--- config.mk ---
export PLATFORM = sky130hd
export DESIGN_NAME = pwm_trip_latch
export DESIGN_NICKNAME = d
export VERILOG_FILES = /design/src/rtl/trip_pkg.sv /design/src/rtl/trip_evt_path.sv /design/src/rtl/trip_latch_core.sv /design/src/rtl/trip_out_gate.sv /design/src/rtl/pwm_trip_latch.sv
export SDC_FILE = /design/constraint.sdc
export NUM_CORES = 1
export LEC_CHECK = 0
export BUFFER_PORTS_ARGS = -buffer_cell sky130_fd_sc_hd__buf_2
export CAP_MARGIN = 20
export CORE_MARGIN = 2
export CORE_UTILIZATION = 35
export CTS_BUF_LIST = sky130_fd_sc_hd__clkbuf_4
export DETAILED_ROUTE_END_ITERATION = 8
export PLACE_DENSITY = 0.82
export RECOVER_POWER = 100
export SETUP_SLACK_MARGIN = 0.4
export SLEW_MARGIN = 0
export SYNTH_ARGS = -nofsm -noshare
export SYNTH_HDL_FRONTEND = slang
export SYNTH_SLANG_ARGS = --single-unit
--- constraint.sdc ---
create_clock -name clk -period 1.5 [get_ports clk]
set_clock_uncertainty 0.15 [all_clocks]
set_input_delay 0.3 -clock clk [delete_from_list [all_inputs] [get_ports clk]]
set_output_delay 0.3 -clock clk [all_outputs]
set_load 0.05 [all_outputs]
--- src/rtl/trip_pkg.sv ---
package trip_pkg;
   typedef enum logic [1:0] {
      ACT_HIZ  = 2'd0,
      ACT_HIGH = 2'd1,
      ACT_LOW  = 2'd2,
      ACT_KEEP = 2'd3
   } act_e;

   typedef enum logic [1:0] {
      RT_NONE  = 2'd0,
      RT_CBC   = 2'd1,
      RT_OSHT  = 2'd2,
      RT_NONE2 = 2'd3
   } route_e;
endpackage

--- src/rtl/trip_evt_path.sv ---
module trip_evt_path #(
   parameter int SYNC_STAGES = 2
) (
   input  logic clk,
   input  logic rst_n,
   input  logic cmp_hi,
   input  logic filt_evt,
   input  logic src_sel,
   input  logic async_sel,
   output logic evt
);
   logic                   picked;
   logic [SYNC_STAGES-1:0] sync_q;

   // raw path: high-side compare low means trip; filtered path is active high
   assign picked = src_sel ? filt_evt : ~cmp_hi;

   always_ff @(posedge clk or negedge rst_n) begin
      if (!rst_n) begin
         sync_q <= '0;
      end else begin
         sync_q[0] <= picked;
         for (int k = 1; k < SYNC_STAGES; k++) sync_q[k] <= sync_q[k-1];
      end
   end

   assign evt = async_sel ? picked : sync_q[SYNC_STAGES-1];
endmodule

--- src/rtl/trip_latch_core.sv ---
module trip_latch_core
   import trip_pkg::*;
#(
   parameter int NCH = 2
) (
   input  logic             clk,
   input  logic             rst_n,
   input  logic [NCH-1:0]   evt,
   input  logic [2*NCH-1:0] route,
   input  logic             prd_strobe,
   input  logic             clr_osht,
   input  logic             clr_irq,
   input  logic [NCH-1:0]   clr_cause,
   output logic             osht_q,
   output logic             cbc_q,
   output logic             irq_q,
   output logic [NCH-1:0]   cause_q,
   output logic             osht_hit,
   output logic             cbc_hit
);
   logic [NCH-1:0] to_osht, to_cbc;
   logic           set_pulse;

   for (genvar i = 0; i < NCH; i++) begin : g_route
      route_e rt;
      assign rt         = route_e'(route[2*i +: 2]);
      assign to_osht[i] = evt[i] && (rt == RT_OSHT);
      assign to_cbc[i]  = evt[i] && (rt == RT_CBC);
   end

   assign osht_hit  = |to_osht;
   assign cbc_hit   = |to_cbc;
   assign set_pulse = (osht_hit && !osht_q) || (cbc_hit && !cbc_q);

   always_ff @(posedge clk or negedge rst_n) begin
      if (!rst_n) begin
         osht_q  <= 1'b0;
         cbc_q   <= 1'b0;
         irq_q   <= 1'b0;
         cause_q <= '0;
      end else begin
         osht_q  <= osht_hit  || (osht_q && !clr_osht);
         cbc_q   <= cbc_hit   || (cbc_q  && !prd_strobe);
         irq_q   <= set_pulse || (irq_q  && !clr_irq);
         cause_q <= (to_osht | to_cbc) | (cause_q & ~clr_cause);
      end
   end
endmodule

--- src/rtl/trip_out_gate.sv ---
module trip_out_gate
   import trip_pkg::*;
(
   input  logic       raw,
   input  logic       active,
   input  logic [1:0] act,
   output logic       out,
   output logic       oe,
   output logic       ovr
);
   act_e code;
   assign code = act_e'(act);

   always_comb begin
      out = raw;
      oe  = 1'b1;
      ovr = 1'b0;
      if (active) begin
         unique case (code)
            ACT_HIZ:  begin out = 1'b0; oe = 1'b0; ovr = 1'b1; end
            ACT_HIGH: begin out = 1'b1; ovr = 1'b1; end
            ACT_LOW:  begin out = 1'b0; ovr = 1'b1; end
            default:  out = raw;
         endcase
      end
   end
endmodule

--- src/rtl/pwm_trip_latch.sv ---
module pwm_trip_latch #(
   parameter int SYNC_STAGES = 2
) (
   input  logic       clk,
   input  logic       rst_n,
   input  logic       pwm_a_in,
   input  logic       pwm_b_in,
   input  logic [1:0] cmp_hi,
   input  logic [1:0] filt_evt,
   input  logic [1:0] src_sel,
   input  logic [1:0] async_sel,
   input  logic [1:0] route_a,
   input  logic [1:0] route_b,
   input  logic [1:0] act_a,
   input  logic [1:0] act_b,
   input  logic       prd_strobe,
   input  logic       clr_osht,
   input  logic       clr_irq,
   input  logic [1:0] clr_cause,
   output logic       pwm_a_out,
   output logic       pwm_b_out,
   output logic [1:0] pwm_oe,
   output logic [1:0] ovr_en,
   output logic       osht_flag,
   output logic       cbc_flag,
   output logic [1:0] cause_flag,
   output logic       irq
);
   localparam int NCH = 2;

   if (SYNC_STAGES < 1 || SYNC_STAGES > 8) begin : g_bad_sync
      $error("SYNC_STAGES must lie in 1..8");
   end

   logic [NCH-1:0]   evt;
   logic [2*NCH-1:0] route;
   logic [NCH-1:0]   raw_pwm, gated, oe_v, ovr_v;
   logic [2*NCH-1:0] act;
   logic             osht_hit, cbc_hit, trip_active;

   assign route   = {route_b, route_a};
   assign act     = {act_b, act_a};
   assign raw_pwm = {pwm_b_in, pwm_a_in};

   for (genvar i = 0; i < NCH; i++) begin : g_path
      trip_evt_path #(.SYNC_STAGES(SYNC_STAGES)) u_path (
         .clk       (clk),
         .rst_n     (rst_n),
         .cmp_hi    (cmp_hi[i]),
         .filt_evt  (filt_evt[i]),
         .src_sel   (src_sel[i]),
         .async_sel (async_sel[i]),
         .evt       (evt[i])
      );
   end

   trip_latch_core #(.NCH(NCH)) u_core (
      .clk        (clk),
      .rst_n      (rst_n),
      .evt        (evt),
      .route      (route),
      .prd_strobe (prd_strobe),
      .clr_osht   (clr_osht),
      .clr_irq    (clr_irq),
      .clr_cause  (clr_cause),
      .osht_q     (osht_flag),
      .cbc_q      (cbc_flag),
      .irq_q      (irq),
      .cause_q    (cause_flag),
      .osht_hit   (osht_hit),
      .cbc_hit    (cbc_hit)
   );

   assign trip_active = osht_flag || cbc_flag;

   for (genvar i = 0; i < NCH; i++) begin : g_gate
      trip_out_gate u_gate (
         .raw    (raw_pwm[i]),
         .active (trip_active),
         .act    (act[2*i +: 2]),
         .out    (gated[i]),
         .oe     (oe_v[i]),
         .ovr    (ovr_v[i])
      );
   end

   assign pwm_a_out = gated[0];
   assign pwm_b_out = gated[1];
   assign pwm_oe    = oe_v;
   assign ovr_en    = ovr_v;
endmodule

Yosys cells after proc, flatten, opt, wreduce, memory -nomap -nowiden
Index checks and enable logic that the tools add are counted.

Reduce and logical (&&, ||, !) cells: 27. Equality and inequality tests: 8. Bitwise operators: 6. Multiplexer cells: 16.

Operators by type and width (count): 1-bit 2-to-1 mux (14); 1-bit logical AND (9); 2-bit by 1-bit equality test with 1-bit output (second input constant) (4); 2-bit equality test (second input constant) (4); 2-bit OR reduction (4); 3-bit OR reduction (2); 1-bit zero test (5); 1-bit logical OR (5); 2-bit zero test (2); 2-bit bitwise OR (2); 1-bit one-hot mux with 2 select lines (2); 2-bit bitwise AND (1); 1-bit inverter (2); 2-bit inverter (1).

Bits of input ports: 25. Output and inout port bits: 11. Bits in registers: 9.

Depth between registers and ports, before layout
Gate-level depths: netlist of run 1.

Depth in word-level cells: 8. Mapped depth: 4. Depth with buffers taken out: 4.

Hierarchy
From an unflattened synthesis of run 1, not the netlist that was laid out.

Cells, all modules: 52. Area, all modules: 484.2 um2.

Modules (own cells, without submodules): trip_latch_core (cells an instance 27, times used 1, sequential area each 125.1 um2, area an instance 257.7 um2); trip_evt_path (cells an instance 7, times used 2, sequential area each 50.0 um2, area an instance 73.8 um2); trip_out_gate (cells an instance 5, times used 2, sequential area each 0.0 um2, area an instance 36.3 um2); pwm_trip_latch (cells an instance 1, times used 1, sequential area each 0.0 um2, area an instance 6.3 um2).

Worst setup path after synthesis of run 1
No wires, ideal clock.

Path kind: reg-to-output. Start: register u_core.cbc_q. End: output port pwm_a_out. Path slack: -0.366 ns. Stages on the path, launching flop included: 3. Data arrival time: 1.416 ns. Path buffers: 0. Cells stage by stage: dfrtp_1 > nor2_1 > o22a_1.

Longest elaborated chain between the ends: 2.

Ends and longest elaborated chain: start, declared (RTL line trip_latch_core.sv:15) `output logic cbc_q,`; start signal, assigned (RTL line trip_latch_core.sv:43) `cbc_q <= cbc_hit || (cbc_q && !prd_strobe);`; 1-bit logical OR (RTL line pwm_trip_latch.sv:74) `assign trip_active = osht_flag || cbc_flag;`; 1-bit 2-to-1 mux (RTL line trip_out_gate.sv:18) `if (active) begin`; end, declared (RTL line pwm_trip_latch.sv:20) `output logic pwm_a_out,`.

Every way passes these cells.

Worst setup path in the final report of run 1
Start: register u_core.osht_q. End: output port pwm_a_out.

Longest elaborated chain between the ends: 2.

Ends and longest elaborated chain: start, declared (RTL line trip_latch_core.sv:14) `output logic osht_q,`; start signal, assigned (RTL line trip_latch_core.sv:42) `osht_q <= osht_hit || (osht_q && !clr_osht);`; 1-bit logical OR (RTL line pwm_trip_latch.sv:74); 1-bit 2-to-1 mux (RTL line trip_out_gate.sv:18).

Every way passes these cells.

==> results of run 1 <==
==> layout by cell type (no fill, tap or decap) <==
cell           count
buf_2             22
buf_4              8
buf_6              8
dfrtp_1            7
inv_1              4
clkbuf_4           4
nor2_1             3
clkbuf_2           3
xnor2_1            2
nand2b_4           2
a31oi_1            2
or3_1              2
o22a_2             2
o21ai_0            2
nor3b_1            2
o21ai_1            2
clkbuf_1           2
buf_8              2
dfrtp_2            2
nor2b_4            1
o22ai_2            1
nor2_4             1
a21oi_1            1
a21oi_2            1
nand2_1            1
o211ai_1           1
and3b_1            1
and4bb_1           1
a21boi_1           1
or2b_1             1
a2bb2oi_1          1
nand2b_1           1
o221ai_2           1
o22ai_1            1
and2_0             1
dlygate4sd3_1      1
==> layout make-up <==
cell class                 count  area [µm²]
multi-input combinational     35         278
clock buffer                   4        30.0
inverter                       4        15.0
timing repair buffer          46         323
fill                         122         458
sequential                     9         228
tap                           15        18.8
==> sequential cells by signal, summed over array words and instances, names as in the netlist <==
signal,count
u_core.irq_q,1
g_path.u_path.sync_q,4
u_core.osht_q,1
u_core.cause_q,2
u_core.cbc_q,1
==> what timing repair did <==
item                                   CTS  global route
pin swaps                                3             1
endpoints found under the hold margin    9             0
resized for setup                       28             2
setup endpoints to repair               14            15
hold buffers                             1             0
buffers inserted                         4             4
==> metal layers <==
metal  part of all wire  GRT usage  vias to the layer above
met1               0.39      0.159                      250
met3              0.088     0.0298                        2
met5                  0          0                        -
li1                   -          -                      273
met4              0.017     0.0750                        0
met2               0.50      0.279                       31
==> cell families (layout without fill, tap and decap cells) <==
family | count (synthesis) | count (layout)
flops | 9 | 9
buf+inv | 8 | 54
simple gates | 17 | 17
xor+xnor | 2 | 2
compound gates | 16 | 16
==> path summary, 6_finish.rpt <==
path	start	end	slack, ps	cells past startpoint
worst max-delay path	u_core.osht_q	pwm_a_out	-210	4
worst min-delay path	prd_strobe	u_core.cbc_q	40	2
worst max register to register	g_path[0].u_path.sync_q[1]	u_core.irq_q	40	4
worst min register to register	g_path[1].u_path.sync_q[0]	g_path[1].u_path.sync_q[1]	200	0
max in group asynchronous	rst_n	u_core.osht_q	480	2
min in group asynchronous	rst_n	g_path[0].u_path.sync_q[1]	350	2
==> through the flow <==
stage | hold slack [ps] | util
6_report | 41.1 | 0.661
5_1_grt | 34.0 | 0.661
4_1_cts | 40.9 | 0.673
3_5_place_dp | 16.7 | 0.551
3_3_place_gp | 8.29 | 0.551
2_1_floorplan | -146 | -
==> cell usage after synthesis <==
master / instances / area, µm²
nand2b_4: 1 / 13.8
nand2_1: 1 / 3.75
inv_1: 4 / 15.0
o221ai_2: 1 / 15.0
nor2_1: 4 / 15.0
o22ai_1: 2 / 12.5
nor3b_1: 2 / 15.0
and4bb_1: 1 / 12.5
dfrtp_1: 9 / 225
buf_4: 4 / 30.0
and3b_1: 1 / 8.76
o21ai_0: 2 / 10.0
nand2b_1: 2 / 12.5
nor2b_1: 1 / 6.26
o21ai_1: 2 / 10.0
a21boi_2: 1 / 11.3
a31oi_1: 2 / 12.5
a21oi_1: 2 / 10.0
and2_1: 1 / 6.26
o22a_1: 2 / 17.5
xnor2_1: 2 / 17.5
a2bb2oi_2: 1 / 15.0
or3_1: 2 / 12.5
or2b_1: 1 / 7.51
o211ai_1: 1 / 7.51
==> power by group <==
part	total, mW	internal, mW	switching, mW
Sequential	0.291	0.274	0.0177
Clock	0.213	0.121	0.0917
Combinational	0.454	0.196	0.258
==> impl_metrics.tcl, run 1 <==
set metrics [dict create \
    antenna_found_initial 0 \
    worst-setup-path-type "register to output pin" \
    synthXorXnorAreaFrac 0.0335 \
    power_per_cell_area_mw_per_mm2 1070 \
    yosys.area_share.adder 0 \
    worstMarginPinSlew_ps 505 \
    synth_seq_area_share 0.431 \
    hpwl_um 920 \
    layout-drive-gt1-share 0.592 \
    cts.htree.levels 1 \
    rsz0062_at_grt "yes" \
    synthSimpleGateAreaFrac 0.218 \
    drt_iter0_drc 1 \
    cpMaxStageDelayCell "dfrtp_2" \
    hold_viol_final 0 \
    fmax_mhz 585 \
    required_ps 1050 \
    cts_sinks 9 \
    ir_drop_uv 537 \
    synth_nets 77 \
    clk_pin_slew_ps 70 \
    synth_compound_area_frac 0.232 \
    ios 36 \
    firstDrtPassIters 3 \
    die_h_um 42.7 \
    row_count 13 \
    yosysWarnings 0 \
    final_area_um2 892 \
    place_area_um2 744 \
    vias 556 \
    grt-ovfl-total 0 \
    grt_pass1_wl_mm 2.07 \
    synth.distinct_cells 25 \
    syn_area_um2 523 \
    synth_top_family_by_area "compound AO/OA/AOI/OAI gates" \
    fin_crit_ps 1710 \
    io_buffers 35 \
    synthMuxAreaShare 0 \
    detail-route-antenna-nets 0 \
    core-area_mm2 0.00135 \
    syn_to_final_growth_pct 70.6 \
    max_stage_delay_ps 420 \
    place_inst 100 \
    hold_path.class "input port to register" \
    place_congestion 0.700 \
    setup_viol 7 \
    wl_mm 1.27 \
    clockBufferDepth 2 \
    start_kind "register" \
    vias_per_cell 4.92 \
    crit_arrival_ps 1260 \
    worst_setup_path_end_kind "output pin" \
    grt_max_degree 10 \
    setup_tns_ps -927 \
    cap_violations 0 \
    report.power.total_mw 0.958 \
    pre_cts_ws_ps 11.0 \
    detail_route.wl_per_cell_um 11.2 \
    cts_tree "built" \
    final_nets 124 \
    die_x_um 42.7 \
    clockRootBuffer "clkbuf_4" \
    maxSlewViolCount 0 \
    initial_utilization 0.387 \
    die-area_mm2 0.00182 \
    ys_ff_latch 9 \
    numCtsBuffers 3 \
    maxSlewHeadroom 0.664 \
    path_buf_inv 1 \
    outcome "complete, but fails checks" \
    diodes 0 \
    instances_no_fill 113 \
    grt_util_all_layers 0.151 \
    finalWorstSetupSlack_ps -210 \
    drc_errors 0 \
    cp_max_fo 8 \
    p_leak_nw 0.447 \
    synthCells 52 \
    fin_crit_sh 1.14 \
    grt_pass1_vias 552 \
    violations "setup timing" \
    crit_chain "nor2_4 -> nor2_1 -> o22a_2 -> buf_8" \
    clk_latency_ps 260 \
    cp_top_family "flip-flops" \
    synth_area_per_cell_um2 10.1 \
]
Power figures use the tool's default switching activity.
==> run 2, diff against run 1 <==
TNS_END_PERCENT = 1   (was default)
==> impl_metrics.tcl, run 2 (synthesis gave the netlist of run 1 again) <==
set metrics [dict create \
    outcome "complete, but fails checks" \
    violations "setup timing" \
    grt_util_all_layers 0.154 \
    io_buffers 35 \
    p_leak_nw 0.396 \
    fillCellCount 113 \
    drt-met1-wl_um 454 \
    hpwl_um 967 \
    fin_crit_sh 1.16 \
    cap_violations 0 \
    registers.top_by_ff_count "g_path.u_path.sync_q" \
    setup_tns_ps -866 \
    worstMarginPinSlew_ps 487 \
    detail-route-antenna-nets 0 \
    drt_iter0_drc 6 \
    ff2ff_setup_slack_ps 130 \
    dr_wl_met2_um 693 \
    required_ps 1050 \
    hold_viol_final 0 \
    firstDrtPassIters 4 \
    reg2regPathDepth 4 \
    final_core_util 0.596 \
    r2r_end "u_core.irq_q" \
    diodes 0 \
    cts_tree "built" \
    ios 36 \
    r2r-start "g_path[0].u_path.sync_q[1]" \
    worst_setup_path_end_kind "output pin" \
    report.power.total_mw 0.899 \
    clk_latency_ps 260 \
    syn_to_final_growth_pct 53.8 \
    vias_per_cell 5.18 \
    row_count 13 \
    final_cell_mix "23 x buf_2, 7 x dfrtp_1, 4 x inv_1, 4 x clkbuf_4, 4 x buf_8" \
    antenna_found_initial 0 \
    final_area_um2 805 \
    top_layer "met4" \
    grt_pass1_vias 535 \
    clockBufferDepth 2 \
    cpMaxStageDelayCell "dfrtp_2" \
    maxSlewHeadroom 0.675 \
    path_buf_inv 1 \
    core-area_mm2 0.00135 \
    setup_viol 6 \
    ir_drop_uv 517 \
    layout-drive-gt1-share 0.522 \
    finalWorstSetupSlack_ps -233 \
    final_nets 116 \
    crit_cells 4 \
    final_common_cell "buf_2" \
    cp_top_family "flip-flops" \
    vias 544 \
    numCtsBuffers 3 \
    fin_crit_ps 1730 \
    hold_path.class "input port to register" \
    die-area_mm2 0.00182 \
    initial_utilization 0.387 \
    cts.htree.levels 1 \
    fmax_mhz 577 \
    cts_sinks 9 \
    worst-setup-path-type "register to output pin" \
    clk_pin_slew_ps 60 \
    cp_max_fo 8 \
    crit_arrival_ps 1280 \
    wl_mm 1.29 \
    grt_max_degree 10 \
    max_stage_delay_ps 420 \
    drc_errors 0 \
    die_h_um 42.7 \
    crit_start "u_core.osht_q" \
    hold_ws_ps 41.1 \
    rsz0062_at_grt "yes" \
    reg_top3 "g_path.u_path.sync_q: 4 flops, u_core.cause_q: 2 flops" \
    maxSlewViolCount 0 \
    place_congestion 0.722 \
    power_per_cell_area_mw_per_mm2 1120 \
    grt-ovfl-total 0 \
    grt_pass1_wl_mm 2.11 \
    cp-endpoint "pwm_a_out" \
    routed-wl-met3_um 126 \
    start_kind "register" \
    detail_route.wl_per_cell_um 12.3 \
    place_area_um2 714 \
    die_x_um 42.7 \
    clockRootBuffer "clkbuf_4" \
    largest_reg_flops 4 \
    crit_chain "nor2_4 -> nor2_1 -> o22a_2 -> buf_8" \
]
==> run 2: cell types whose count changed in the layout (fill, tap and decap cells not counted), sizes merged <==
cell and delta:
buf -8
==> run 2: power breakdown <==
| part | total (mW) | switching (mW) | internal [mW] |
|---|---|---|---|
| Sequential | 0.291 | 0.0169 | 0.274 |
| Clock | 0.210 | 0.0890 | 0.121 |
| Combinational | 0.399 | 0.248 | 0.151 |
| Total | 0.899 | 0.353 | 0.545 |
==> run 2: stage by stage <==
step	cells	setup WS, ps
after floorplan	52	-66.7
after global placement	100	44.1
after detailed placement	100	-9.50
after CTS	105	-236
after global routing	105	-315
final	105	-233
==> run 2: worst min-delay path by stage <==
| stage | startpoint | end | depth (start not counted) |
|---|---|---|---|
| floorplan | rst_n | g_path[0].u_path.sync_q[0] | 0 |
| global placement | rst_n | g_path[1].u_path.sync_q[0] | 1 |
| detailed placement | rst_n | g_path[1].u_path.sync_q[1] | 1 |
| CTS | prd_strobe | u_core.cbc_q | 2 |
| global route | prd_strobe | u_core.cbc_q | 2 |
| finish | prd_strobe | u_core.cbc_q | 2 |
==> run 2: metal layers <==
layer / global-route usage / vias to the layer above
li1: - / 259
met1: 0.156 / 248
met2: 0.288 / 35
met3: 0.0213 / 2
met4: 0.0938 / 0
met5: 0 / -
==> run 2: layout make-up <==
type | instances | area [µm²] | area share
inverter | 4 | 15.0 | 0.0187
timing repair buffer | 38 | 253 | 0.314
clock buffer | 4 | 30.0 | 0.0373
tap | 15 | 18.8 | 0.0233
sequential | 9 | 228 | 0.283
multi-input combinational | 35 | 260 | 0.323
==> run 2: what timing repair did <==
action	CTS	global route
setup buffers	0	0
hold buffers	1	0
endpoints found under the setup margin	14	15
resized for setup	24	4
pin swaps	5	2
hold endpoints to repair	9	0
cloned	0	0
